<file path="src/rtl/mcq_pkg.sv">
package mcq_pkg;
  localparam int STAT_W      = 2;
  localparam int LEN_W       = 17;
  localparam int START_W     = 19;
  localparam int ENTRY_BYTES = 8;
  localparam int ENTRY_SH    = $clog2(ENTRY_BYTES);

  // status sits in the low bits of the stored word
  typedef struct packed {
    logic [START_W-1:0] start;
    logic [LEN_W-1:0]   len_m1;
    logic [STAT_W-1:0]  status;
  } mcq_rec_t;

  localparam int REC_W = $bits(mcq_rec_t);

  typedef enum logic [1:0] {SQ_IDLE, SQ_WRITE, SQ_READ} mcq_state_e;
endpackage

</file>
<file path="src/rtl/mcq_offset.sv">
module mcq_offset #(
  parameter int W = 12
) (
  input  logic         clk,
  input  logic         rst_n,
  input  logic         inc,
  output logic [W-1:0] q
);
  always_ff @(posedge clk) begin
    if (!rst_n)   q <= '0;
    else if (inc) q <= q + W'(1);
  end
endmodule

</file>
<file path="src/rtl/mcq_cmp.sv">
module mcq_cmp #(
  parameter int W = 12
) (
  input  logic [W-1:0] lead,
  input  logic [W-1:0] trail,
  output logic         full,
  output logic         empty
);
  assign empty = (lead == trail);
  assign full  = (lead[W-2:0] == trail[W-2:0]) && (lead[W-1] != trail[W-1]);
endmodule

</file>
<file path="src/rtl/mcq_seq.sv">
module mcq_seq
  import mcq_pkg::*;
#(
  parameter int IDX_W  = 11,
  parameter int BASE_W = 15,
  parameter int DATA_W = 64,
  localparam int AW    = BASE_W + IDX_W + ENTRY_SH
) (
  input  logic              clk,
  input  logic              rst_n,
  input  logic              cfg_en,
  input  logic [BASE_W-1:0] cfg_base,
  input  logic [3:0]        cfg_irq_cpu,
  input  logic [5:0]        cfg_irq_num,
  input  logic              enq_valid,
  output logic              enq_ready,
  input  mcq_rec_t          enq_rec,
  input  logic              deq_valid,
  output logic              deq_ready,
  output logic              rsp_valid,
  output logic              rsp_hit,
  output mcq_rec_t          rsp_rec,
  input  logic [IDX_W:0]    wr_ofs,
  input  logic [IDX_W:0]    rd_ofs,
  input  logic              wr_full,
  input  logic              q_empty,
  output logic              wr_inc,
  output logic              rd_inc,
  output logic              mem_req,
  output logic              mem_we,
  output logic [AW-1:0]     mem_addr,
  output logic [DATA_W-1:0] mem_wdata,
  input  logic              mem_ack,
  input  logic [DATA_W-1:0] mem_rdata,
  output logic              irq_valid,
  output logic [3:0]        irq_cpu,
  output logic [5:0]        irq_num
);
  mcq_state_e        state;
  logic [AW-1:0]     addr_q;
  logic [DATA_W-1:0] wdata_q;
  logic              was_empty_q;
  logic              enq_go, deq_go;
  logic              unused_rdata_hi;

  assign unused_rdata_hi = ^mem_rdata[DATA_W-1:REC_W];

  assign enq_ready = cfg_en && (state == SQ_IDLE) && !wr_full;
  assign enq_go    = enq_valid && enq_ready;
  assign deq_ready = cfg_en && (state == SQ_IDLE) && !enq_go;
  assign deq_go    = deq_valid && deq_ready;

  assign mem_req   = (state != SQ_IDLE);
  assign mem_we    = (state == SQ_WRITE);
  assign mem_addr  = addr_q;
  assign mem_wdata = wdata_q;
  assign wr_inc    = (state == SQ_WRITE) && mem_ack;
  assign rd_inc    = (state == SQ_READ) && mem_ack;

  always_ff @(posedge clk) begin
    if (!rst_n) begin
      state       <= SQ_IDLE;
      addr_q      <= '0;
      wdata_q     <= '0;
      was_empty_q <= 1'b0;
      rsp_valid   <= 1'b0;
      rsp_hit     <= 1'b0;
      rsp_rec     <= '0;
      irq_valid   <= 1'b0;
      irq_cpu     <= '0;
      irq_num     <= '0;
    end else begin
      rsp_valid <= 1'b0;
      irq_valid <= 1'b0;
      case (state)
        SQ_IDLE: begin
          if (enq_go) begin
            state       <= SQ_WRITE;
            addr_q      <= {cfg_base, wr_ofs[IDX_W-1:0], ENTRY_SH'(0)};
            wdata_q     <= DATA_W'(enq_rec);
            was_empty_q <= q_empty;
          end else if (deq_go) begin
            if (q_empty) begin
              rsp_valid <= 1'b1;
              rsp_hit   <= 1'b0;
              rsp_rec   <= '0;
            end else begin
              state  <= SQ_READ;
              addr_q <= {cfg_base, rd_ofs[IDX_W-1:0], ENTRY_SH'(0)};
            end
          end
        end
        SQ_WRITE: begin
          if (mem_ack) begin
            state     <= SQ_IDLE;
            irq_valid <= was_empty_q;
            irq_cpu   <= cfg_irq_cpu;
            irq_num   <= cfg_irq_num;
          end
        end
        SQ_READ: begin
          if (mem_ack) begin
            state     <= SQ_IDLE;
            rsp_valid <= 1'b1;
            rsp_hit   <= 1'b1;
            rsp_rec   <= mcq_rec_t'(mem_rdata[REC_W-1:0]);
          end
        end
        default: state <= SQ_IDLE;
      endcase
    end
  end
endmodule

</file>
<file path="src/rtl/mcq_ctrl.sv">
module mcq_ctrl
  import mcq_pkg::*;
#(
  parameter int IDX_W  = 11,
  parameter int BASE_W = 15,
  parameter int DATA_W = 64,
  localparam int AW    = BASE_W + IDX_W + ENTRY_SH
) (
  input  logic               clk,
  input  logic               rst_n,
  input  logic               cfg_en,
  input  logic [BASE_W-1:0]  cfg_base,
  input  logic [3:0]         cfg_irq_cpu,
  input  logic [5:0]         cfg_irq_num,
  input  logic               enq_valid,
  output logic               enq_ready,
  input  logic [STAT_W-1:0]  enq_status,
  input  logic [LEN_W-1:0]   enq_len_m1,
  input  logic [START_W-1:0] enq_start,
  input  logic               deq_valid,
  output logic               deq_ready,
  output logic               rsp_valid,
  output logic               rsp_hit,
  output logic [STAT_W-1:0]  rsp_status,
  output logic [LEN_W-1:0]   rsp_len_m1,
  output logic [START_W-1:0] rsp_start,
  input  logic               rsv_pulse,
  output logic               rsv_full,
  output logic               mem_req,
  output logic               mem_we,
  output logic [AW-1:0]      mem_addr,
  output logic [DATA_W-1:0]  mem_wdata,
  input  logic               mem_ack,
  input  logic [DATA_W-1:0]  mem_rdata,
  output logic               irq_valid,
  output logic [3:0]         irq_cpu,
  output logic [5:0]         irq_num
);
  localparam int OW = IDX_W + 1;
  localparam int NOFS = 3;
  localparam int O_RSV = 0, O_WR = 1, O_RD = 2;

  logic [NOFS-1:0] ofs_inc;
  logic [OW-1:0]   ofs [NOFS];
  logic            wr_full, q_empty, rsv_empty_unused;
  logic            wr_inc, rd_inc;
  mcq_rec_t        enq_rec, rsp_rec;

  assign enq_rec = '{start: enq_start, len_m1: enq_len_m1, status: enq_status};
  assign rsp_status = rsp_rec.status;
  assign rsp_len_m1 = rsp_rec.len_m1;
  assign rsp_start  = rsp_rec.start;

  assign ofs_inc[O_RSV] = rsv_pulse && !rsv_full;
  assign ofs_inc[O_WR]  = wr_inc;
  assign ofs_inc[O_RD]  = rd_inc;

  for (genvar g = 0; g < NOFS; g++) begin : g_ofs
    mcq_offset #(.W(OW)) u_ofs (
      .clk(clk), .rst_n(rst_n), .inc(ofs_inc[g]), .q(ofs[g])
    );
  end

  mcq_cmp #(.W(OW)) u_cmp_wr (
    .lead(ofs[O_WR]), .trail(ofs[O_RD]), .full(wr_full), .empty(q_empty)
  );
  mcq_cmp #(.W(OW)) u_cmp_rsv (
    .lead(ofs[O_RSV]), .trail(ofs[O_RD]), .full(rsv_full), .empty(rsv_empty_unused)
  );

  mcq_seq #(.IDX_W(IDX_W), .BASE_W(BASE_W), .DATA_W(DATA_W)) u_seq (
    .clk(clk), .rst_n(rst_n), .cfg_en(cfg_en), .cfg_base(cfg_base),
    .cfg_irq_cpu(cfg_irq_cpu), .cfg_irq_num(cfg_irq_num),
    .enq_valid(enq_valid), .enq_ready(enq_ready), .enq_rec(enq_rec),
    .deq_valid(deq_valid), .deq_ready(deq_ready),
    .rsp_valid(rsp_valid), .rsp_hit(rsp_hit), .rsp_rec(rsp_rec),
    .wr_ofs(ofs[O_WR]), .rd_ofs(ofs[O_RD]), .wr_full(wr_full), .q_empty(q_empty),
    .wr_inc(wr_inc), .rd_inc(rd_inc),
    .mem_req(mem_req), .mem_we(mem_we), .mem_addr(mem_addr), .mem_wdata(mem_wdata),
    .mem_ack(mem_ack), .mem_rdata(mem_rdata),
    .irq_valid(irq_valid), .irq_cpu(irq_cpu), .irq_num(irq_num)
  );
endmodule

</file>
<file path="config.mk">
export PLATFORM = sky130hd
export DESIGN_NAME = mcq_ctrl
export DESIGN_NICKNAME = d
export VERILOG_FILES = /design/src/rtl/mcq_pkg.sv /design/src/rtl/mcq_offset.sv /design/src/rtl/mcq_cmp.sv /design/src/rtl/mcq_seq.sv /design/src/rtl/mcq_ctrl.sv
export SDC_FILE = /design/constraint.sdc
export NUM_CORES = 1
export LEC_CHECK = 0
export BUFFER_PORTS_ARGS = -buffer_cell sky130_fd_sc_hd__buf_2
export CORE_AREA = 2 2 176 126
export DETAILED_ROUTE_END_ITERATION = 10
export DIE_AREA = 0 0 178 128
export PLACE_DENSITY_LB_ADDON = 0.05
export SYNTH_ARGS = -nofsm -noshare
export SYNTH_HDL_FRONTEND = slang
export SYNTH_SLANG_ARGS = --single-unit
</file>
<file path="constraint.sdc">
create_clock -name clk -period 3.4 [get_ports clk]
set_input_delay 0.85 -clock clk [delete_from_list [all_inputs] [get_ports clk]]
set_output_delay 0.85 -clock clk [all_outputs]
set_load 0.01 [all_outputs]
</file>
==> results of run 1 <==
==> placed cells by master (no fill, tap or decap), types with 2 or more instances in the layout <==
| master | count |
|---|---|
| buf_2 | 227 |
| nand2_1 | 220 |
| dfxtp_1 | 152 |
| a21oi_1 | 67 |
| nor2_1 | 56 |
| inv_1 | 42 |
| o22ai_1 | 37 |
| a22oi_1 | 36 |
| xnor2_1 | 29 |
| a21oi_2 | 29 |
| conb_1 | 29 |
| xor2_1 | 21 |
| buf_4 | 19 |
| o21ai_0 | 18 |
| clkbuf_16 | 17 |
| mux2i_1 | 16 |
| nand4_1 | 13 |
| a31oi_1 | 11 |
| nand3_1 | 9 |
| and3_1 | 8 |
| ha_1 | 5 |
| inv_6 | 5 |
| nor3_1 | 4 |
| or3_1 | 4 |
| clkinvlp_4 | 4 |
| xnor2_2 | 3 |
| and2_1 | 3 |
| nor2b_1 | 3 |
| inv_8 | 3 |
| buf_12 | 3 |
| or4_4 | 2 |
| nor4_1 | 2 |
| or2_2 | 2 |
| clkinv_4 | 2 |
| dfxtp_2 | 2 |
==> through the flow <==
stage	total power, uW	util (%)	cells
finish	4160	43.0	1403
global route	4360	42.9	1402
CTS	4230	42.9	1402
global placement	2380	40.3	1370
detailed placement	2380	40.3	1370
floorplan	2200	-	937
==> worst max path at each step <==
stage	startpoint	slack [ns]	endpoint
4_1_cts	g_ofs[2].u_ofs.q[5]$_SDFFE_PN0P_	0.12	deq_ready
5_1_grt	g_ofs[2].u_ofs.q[7]$_SDFFE_PN0P_	0.006	deq_ready
2_1_floorplan	g_ofs[2].u_ofs.q[0]$_SDFFE_PN0P_	0.54	deq_ready
6_report	g_ofs[2].u_ofs.q[7]$_SDFFE_PN0P_	0.16	deq_ready
3_5_place_dp	g_ofs[2].u_ofs.q[5]$_SDFFE_PN0P_	0.59	deq_ready
3_3_place_gp	g_ofs[2].u_ofs.q[5]$_SDFFE_PN0P_	0.60	deq_ready
==> flip-flops by register name, indices dropped and copies added, names as in the netlist <==
signal             flops
u_seq.mem_wdata       38
u_seq.rsp_rec         38
g_ofs.u_ofs.q         36
u_seq.mem_addr        26
u_seq.irq_num          6
u_seq.irq_cpu          4
u_seq.state            2
u_seq.irq_valid        1
u_seq.rsp_hit          1
u_seq.rsp_valid        1
u_seq.was_empty_q      1
==> critical path, stage by stage, from the launching register on <==
cell and delay, ns:
dfxtp_1 0.44, xnor2_1 0.15, nand3_1 0.22, or4_4 0.62
o2111a_2 0.28, nor2_1 0.07, buf_2 0.18
==> cell type report <==
type | count | area [um^2] | area share [%]
Clock inverter | 15 | 130 | 1.43
Tap cell | 282 | 353 | 3.87
Multi-Input combinational cell | 642 | 3620 | 39.7
Timing Repair Buffer | 249 | 1340 | 14.7
Inverter | 43 | 164 | 1.80
Clock buffer | 17 | 425 | 4.67
Antenna cell | 1 | 2.50 | 0.0274
Sequential cell | 154 | 3090 | 33.8
==> repair_timing <==
action / in CTS / in global routing
hold buffers: 0 / 0
resized for setup: 0 / 2
endpoints found under the setup margin: 0 / 1
==> power by group through the flow <==
stage / clock, uW / combinational (uW) / sequential [uW]
2_1_floorplan: 0 / 256 / 1950
6_report: 1830 / 447 / 1890
5_1_grt: 1960 / 500 / 1890
3_5_place_dp: 0 / 453 / 1930
4_1_cts: 1890 / 454 / 1890
3_3_place_gp: 0 / 451 / 1930
==> metal layers <==
metal,wire [um],vias up,part of all wire [%]
li1,-,3389,-
met1,10200,3029,48
met2,9190,177,43
met3,1570,14,7.4
met4,129,6,0.61
met5,38,-,0.18
==> logic make-up after synthesis <==
logic type,after synthesis,share of synthesized area (%)
flops,154,42.5
other cells,1,0.0517
compound gates,210,18.9
fa+ha+maj,6,1.03
simple gates,328,18.9
buf+inv,141,9.69
xor+xnor,53,6.71
mux,16,2.21
==> qor.yml, run 1 <==
outcome: "complete, no violations"
dp_hpwl_um: 14500
synthCells: 909
tightest_slew_ns: 0.768
met1_usage_pct: 25.7
hp-class: "flip-flop to flip-flop"
drc: 0
synth.distinct_cells: 46
netlist_top_cells_count: "nand2_1 (220), dfxtp_1 (154), a21oi_1 (67), nor2_1 (56), clkbuf_1 (44)"
ys_ff_latch: 154
fin_tns_setup_ns: 0
vias: 6615
syn-cell-area_um2: 7260
critPathKind: "flip-flop to primary output"
dpl_worst_slack_ns: 0.593
yosysMostFrequentCell: "nand2_1"
drt_iter0_drc: 378
tritoncts: "done"
initial_core_util_pct: 34.2
grt_pass1_wl_um: 33700
switching_share_pct: 28.2
worstHoldStart: "u_seq.mem_wdata[26]$_SDFFE_PN0P_"
cap_violations: 0
fp.coreArea_um2: 21200
r2r_cells: 7
finish.instance_area_um2: 9120
rsz0062_at_grt: "false"
power_leakage_uw: 0.00372
crit_path_end_kind: "primary output"
die_h_um: 128
worstPathArrival_ns: 2.39
dieArea_um2: 22800
final_nets: 1247
grt.busiest_layer: "met2"
post-cts-setup-buffers: 0
use_met3_pct: 7.30
grt_antenna_before_repair: 4
totalWireLength_um: 21200
peakVddDrop_mv: 0.304
rows: 45
reg2reg_to: "u_seq.mem_addr[10]$_SDFFE_PN0P_"
whs_ns: 0.451
clock_sinks: 154
synth_area_leaders: "dfxtp_1 (42%), nand2_1 (11%), a21oi_1 (4.6%), a22oi_1 (3.7%), a21oi_2 (3.5%)"
avgSynthCellArea_um2: 7.98
ant_nets: 0
path_max_fanout: 6
fp.dieW_um: 178
dr.pass1.iters: 6
synthFlopType: "dfxtp_1"
crit_required_ns: 2.55
hold_end: "u_seq.mem_wdata[26]$_SDFFE_PN0P_"
grt_max_degree: 51
finalMaxSlewViolations: 0
cp-start-kind: "flip-flop"
synth-edff-count: 0
netlist.top_cell.by_area: "dfxtp_1"
ys_warn_count: 0
clkPwrFrac_pct: 43.9
htreeDepth: 4
worstSkewPairLatency_ns: 0.43
fmax_ghz: 0.309
gp_congestion: 0.724
hold_viol: 0
fillCellCount: 2225
yosysSeqAreaShare_pct: 42.5
syn2layout_area_growth_pct: 25.7
drive_gt1_share_pct: 29.3
synth_top_area_share_pct: 42.5
grtUsageTotal_pct: 18.8
reg2reg_slack_ns: 0.95
viasPerCell: 4.71
placed_cell_area_um2: 8560
r2r-start: "g_ofs[2].u_ofs.q[7]$_SDFFE_PN0P_"
slew_headroom_pct: 48.4
worstHoldPathCells: 2
clock_skew_ns: 0.0136
clock_tree.buffer_depth: 2
seqPwrFrac_pct: 45.3
root_buffer: "clkbuf_16"
cts_made_buffers: 17
p_sw_uw: 1170
finalCritPeriodShare_pct: 95.3
wl_per_cell_um: 15.1
finalCriticalPeriod_ns: 3.24
met2_usage_pct: 27.9
setup_viol: 0
p_int_uw: 2990
ioPinCount: 283
power_density_nw_per_um2: 456
portBuffers: 227
synthArstFlopShare_pct: 0
grt_overflow_total: 0
grt_pass1_vias: 6191
postLayoutSetupSlackWorst_ns: 0.160
pwr-share-comb_pct: 10.7
clkSlewWorstSetupHoldPaths_ns: 0.07
Note: power is estimated with default switching activity, not from simulation.
==> inputs of run 2 (changes only) <==
Settings changed: CORE_AREA 2 2 176 126 to 2 2 168 121, DIE_AREA 0 0 178 128 to 0 0 170 123, SYNTH_HIERARCHICAL from default to 1.
==> qor.yml, run 2 <==
outcome: "complete, no violations"
grt_max_degree: 100
grt_pass1_wl_um: 28300
post_cts_resized: 0
ys_warn_count: 6
dp_hpwl_um: 13100
power_density_nw_per_um2: 497
peakVddDrop_mv: 0.264
cts_hold_buf: 0
post-cts-setup-buffers: 0
fp.dieW_um: 170
grtUsageTotal_pct: 17.3
synthCells: 794
layout_commonest_cell: "buf_2"
rows: 43
dr.pass1.iters: 5
finalCriticalPeriod_ns: 2.98
root_buffer: "clkbuf_16"
whs_ns: 0.450
clock_tree.buffer_depth: 2
postLayoutSetupSlackWorst_ns: 0.423
power_leakage_uw: 0.00389
slew_headroom_pct: 28.9
avgSynthCellArea_um2: 8.34
dpl.cell_count: 1239
clock_sinks: 154
totalWireLength_um: 18400
ioPinCount: 283
syn-cell-area_um2: 6620
die_h_um: 123
clock_skew_ns: 0.0142
hp-class: "flip-flop to flip-flop"
initial_core_util_pct: 34.2
grt_pass1_vias: 5335
fin_util_pct: 44.0
drive_gt1_share_pct: 28.1
wl_per_cell_um: 14.5
path_cells: "xnor2_1, nand2_1, nor4_1, nor2b_1, buf_4, nor2_1, buf_2"
worstPathArrival_ns: 2.13
setup_viol: 0
ant_nets: 0
max_stage_delay_ns: 0.51
critPathKind: "flip-flop to primary output"
fin_cells: 1272
rsz0062_at_grt: "false"
worstSkewPairLatency_ns: 0.43
gp_congestion: 0.729
cp-start-kind: "flip-flop"
portBuffers: 227
drc: 0
tightest_slew_ns: 1.07
cap_violations: 0
fp.coreArea_um2: 19400
viasPerCell: 4.61
finalMaxSlewViolations: 0
dieArea_um2: 20900
crit_required_ns: 2.55
clkSlewWorstSetupHoldPaths_ns: 0.06
path_max_fanout: 7
tritoncts: "done"
grt_overflow_total: 0
fmax_ghz: 0.336
grt_antenna_before_repair: 1
slowest_stage: "dfxtp_1"
crit_path_end_kind: "primary output"
fin_tns_setup_ns: 0
htreeDepth: 4
layout.cells.most_common_list: "buf_2 (227), nand2_1 (211), dfxtp_1 (154)"
finalCritPeriodShare_pct: 87.6
hold_viol: 0
drt_iter0_drc: 386
final_nets: 1151
vias: 5870
cts_made_buffers: 17
dpl_worst_slack_ns: 0.681
syn2layout_area_growth_pct: 28.5
-- run 2: cell count changes in the layout (fill, tap and decap cells not counted), moves of 11 or more --
cell / previous run / this run
a31oi_1: 11 / 0
mux2i_1: 16 / 48
xor2_1: 21 / 5
a21oi_1: 67 / 104
o21ai_0: 18 / 6
nand3_1: 9 / 37
a21oi_2: 29 / 0
o21ai_1: 0 / 13
nor2_1: 56 / 20
inv_1: 42 / 13
a22oi_1: 36 / 0
o22ai_1: 37 / 0
-- run 2: path summary, 6_finish.rpt --
path | end | slack [ns] | cells past startpoint | start
worst min-delay path | u_seq/irq_num[2]$_SDFFE_PN0P_ | 0.45 | 2 | u_seq/irq_num[2]$_SDFFE_PN0P_
worst max register to register | u_seq/mem_addr[8]$_SDFFE_PN0P_ | 0.67 | 7 | g_ofs[2].u_ofs/q[0]$_SDFFE_PN0P_
worst max-delay path | deq_ready | 0.42 | 7 | g_ofs[2].u_ofs/q[1]$_SDFFE_PN0P_
worst min register to register | u_seq/irq_num[2]$_SDFFE_PN0P_ | 0.45 | 2 | u_seq/irq_num[2]$_SDFFE_PN0P_
-- run 2: where the power goes --
group	leakage [uW]	internal, uW	switching, uW
clock	0.000280	1110	811
combinational	0.00236	161	254
sequential	0.00125	1860	32.2
-- run 2: critical path: cells and delay by family (launching register included) --
kind | cells | cell delay (ns)
and+or+nand+nor | 4 | 0.68
buffers and inverters | 2 | 0.33
DFF | 1 | 0.51
xor gates and xnor gates | 1 | 0.19
-- run 2: layout make-up --
class	count	area, um^2
antenna	1	2.50
clock buffer	18	439
clock inverter	14	160
fill	2027	10900
inverter	18	67.6
multi-input combinational	577	3170
sequential	154	3080
tap	247	309
timing repair buffer	243	1280
-- run 2: per-stage QoR --
step / power (uW) / cell area [um^2]
2_1_floorplan: 2190 / 6730
3_3_place_gp: 2360 / 7910
3_5_place_dp: 2350 / 7910
4_1_cts: 4300 / 8510
5_1_grt: 4420 / 8510
6_report: 4230 / 8510
-- run 2: metal layers --
metal  GRT usage (%)  wire (um)
met2            25.9       7780
met4            4.43        165
met3            6.88       1730
met5               0          0
met1            23.3       8760
==> inputs of run 3 (changes only) <==
Settings changed: ABC_AREA from default to 1, CORE_AREA 2 2 168 121 to 2 2 176 126, DIE_AREA 0 0 170 123 to 0 0 178 128.
==> qor.yml, run 3 <==
clock_sinks: 154
avgSynthCellArea_um2: 7.03
dr.pass1.iters: 4
clock_tree.buffer_depth: 2
outcome: "complete, no violations"
critPathKind: "flip-flop to primary output"
layout_commonest_cell: "nand2_1"
fin_tns_setup_ns: 0
synthCells: 1034
grt_pass1_vias: 6074
finalCritPeriodShare_pct: 90.2
die_h_um: 128
power_density_nw_per_um2: 633
hold_viol: 0
seqCellArea_um2: 3080
met2_usage_pct: 25.9
path_max_fanout: 9
gp_congestion: 0.728
drive_gt1_share_pct: 24.4
dieArea_um2: 22800
drc: 0
grt.busiest_layer: "met2"
fin_util_pct: 42.6
clock_skew_ns: 0.0122
multi_input_area_um2: 3510
p_total_uw: 5720
grt_max_degree: 79
path_cells: "nand2_1, nand2_1, nand2_1, nor2_1, nand3_1, nor2_1, inv_1, a21oi_2, buf_2"
ys_warn_count: 6
tritoncts: "done"
max_stage_delay_ns: 0.50
ant_nets: 0
cap_violations: 0
worstSkewPairLatency_ns: 0.43
slew_headroom_pct: 48.2
crit_required_ns: 2.55
htreeDepth: 4
syn2layout_area_growth_pct: 24.3
grt_overflow_total: 0
crit_path_end_kind: "primary output"
totalWireLength_um: 20600
clkSlewWorstSetupHoldPaths_ns: 0.07
antenna_cells: 0
tightest_slew_ns: 0.776
viasPerCell: 4.55
fmax_ghz: 0.326
peakVddDrop_mv: 0.284
worstPathArrival_ns: 2.22
hp-class: "flip-flop to flip-flop"
cts_made_buffers: 17
fillCellCount: 2298
post-cts-setup-buffers: 0
vias: 6941
drt_iter0_drc: 400
setup_viol: 0
slowest_stage: "dfxtp_1"
initial_core_util_pct: 34.3
crit_path_frequent_cell: "nand2_1"
grtUsageTotal_pct: 17.7
use_met3_pct: 4.77
met1_usage_pct: 25.9
rsz0062_at_grt: "false"
cts_hold_buf: 0
grt_pass1_wl_um: 32300
wl_per_cell_um: 13.5
dp_hpwl_um: 14000
fp.dieW_um: 178
post_cts_resized: 0
finalMaxSlewViolations: 0
fp.coreArea_um2: 21200
layout.cells.most_common_list: "nand2_1 (239), buf_2 (226), dfxtp_1 (154)"
portBuffers: 227
grt_antenna_before_repair: 0
root_buffer: "clkbuf_16"
rows: 45
finalCriticalPeriod_ns: 3.07
final_nets: 1371
syn-cell-area_um2: 7270
ioPinCount: 283
power_leakage_uw: 0.00438
cp-start-kind: "flip-flop"
-- run 3: cell count changes in the layout (fill, tap and decap cells not counted), sizes merged, moves of 9 or more --
cell   change
nand3     +77
o21ai     +24
nor4       -9
or4        -9
inv       +55
o31ai      -9
nand2     +37
nor2     +141
mux2i     -48
xnor2     -23
-- run 3: metrics by stage --
step | hold WS (ns) | std cells | setup WS [ns] | instance area [um^2]
after floorplan | 0.424 | 1062 | 1.14 | 7380
after global placement | 0.445 | 1494 | 0.777 | 8460
after detailed placement | 0.443 | 1494 | 0.783 | 8460
after CTS | 0.454 | 1526 | 0.269 | 9040
after global routing | 0.473 | 1526 | 0.0336 | 9040
final | 0.456 | 1526 | 0.335 | 9040
-- run 3: power by group --
part | leakage, uW | internal (uW) | switching (uW)
sequential | 0.00125 | 2080 | 141
combinational | 0.00286 | 575 | 1050
clock | 0.000274 | 1050 | 829
total | 0.00438 | 3700 | 2020
-- run 3: layout make-up --
type / count / area share, %
Clock buffer: 19 / 4.90
Clock inverter: 13 / 1.49
Inverter: 75 / 3.11
Multi-Input combinational cell: 743 / 38.8
Sequential cell: 154 / 34.1
Tap cell: 282 / 3.90
Timing Repair Buffer: 240 / 13.7
-- run 3: critical path, delay by kind of cell, from the launching register on --
kind	cells	cell delay (ns)
AO/OA/AOI/OAI	1	0.22
AND/OR/NAND/NOR	6	0.75
buffers and inverters	2	0.31
flip-flops	1	0.50
-- run 3: final timing paths --
path                                     from                             end  slack [ns]  cells past startpoint
max          g_ofs[2].u_ofs/q[0]$_SDFFE_PN0P_                       deq_ready        0.33                      9
min            u_seq/was_empty_q$_SDFFE_PN0P_      u_seq/irq_valid$_SDFF_PN0_        0.46                      2
max reg2reg  g_ofs[2].u_ofs/q[0]$_SDFFE_PN0P_  u_seq/rsp_rec[29]$_SDFFE_PN0P_        0.81                     14
min reg2reg    u_seq/was_empty_q$_SDFFE_PN0P_      u_seq/irq_valid$_SDFF_PN0_        0.46                      2
-- run 3: metal layers --
layer,vias to the layer above,routed length [um]
li1,3650,-
met1,3066,10400
met2,214,8500
met3,11,1530
met4,0,116
met5,-,0
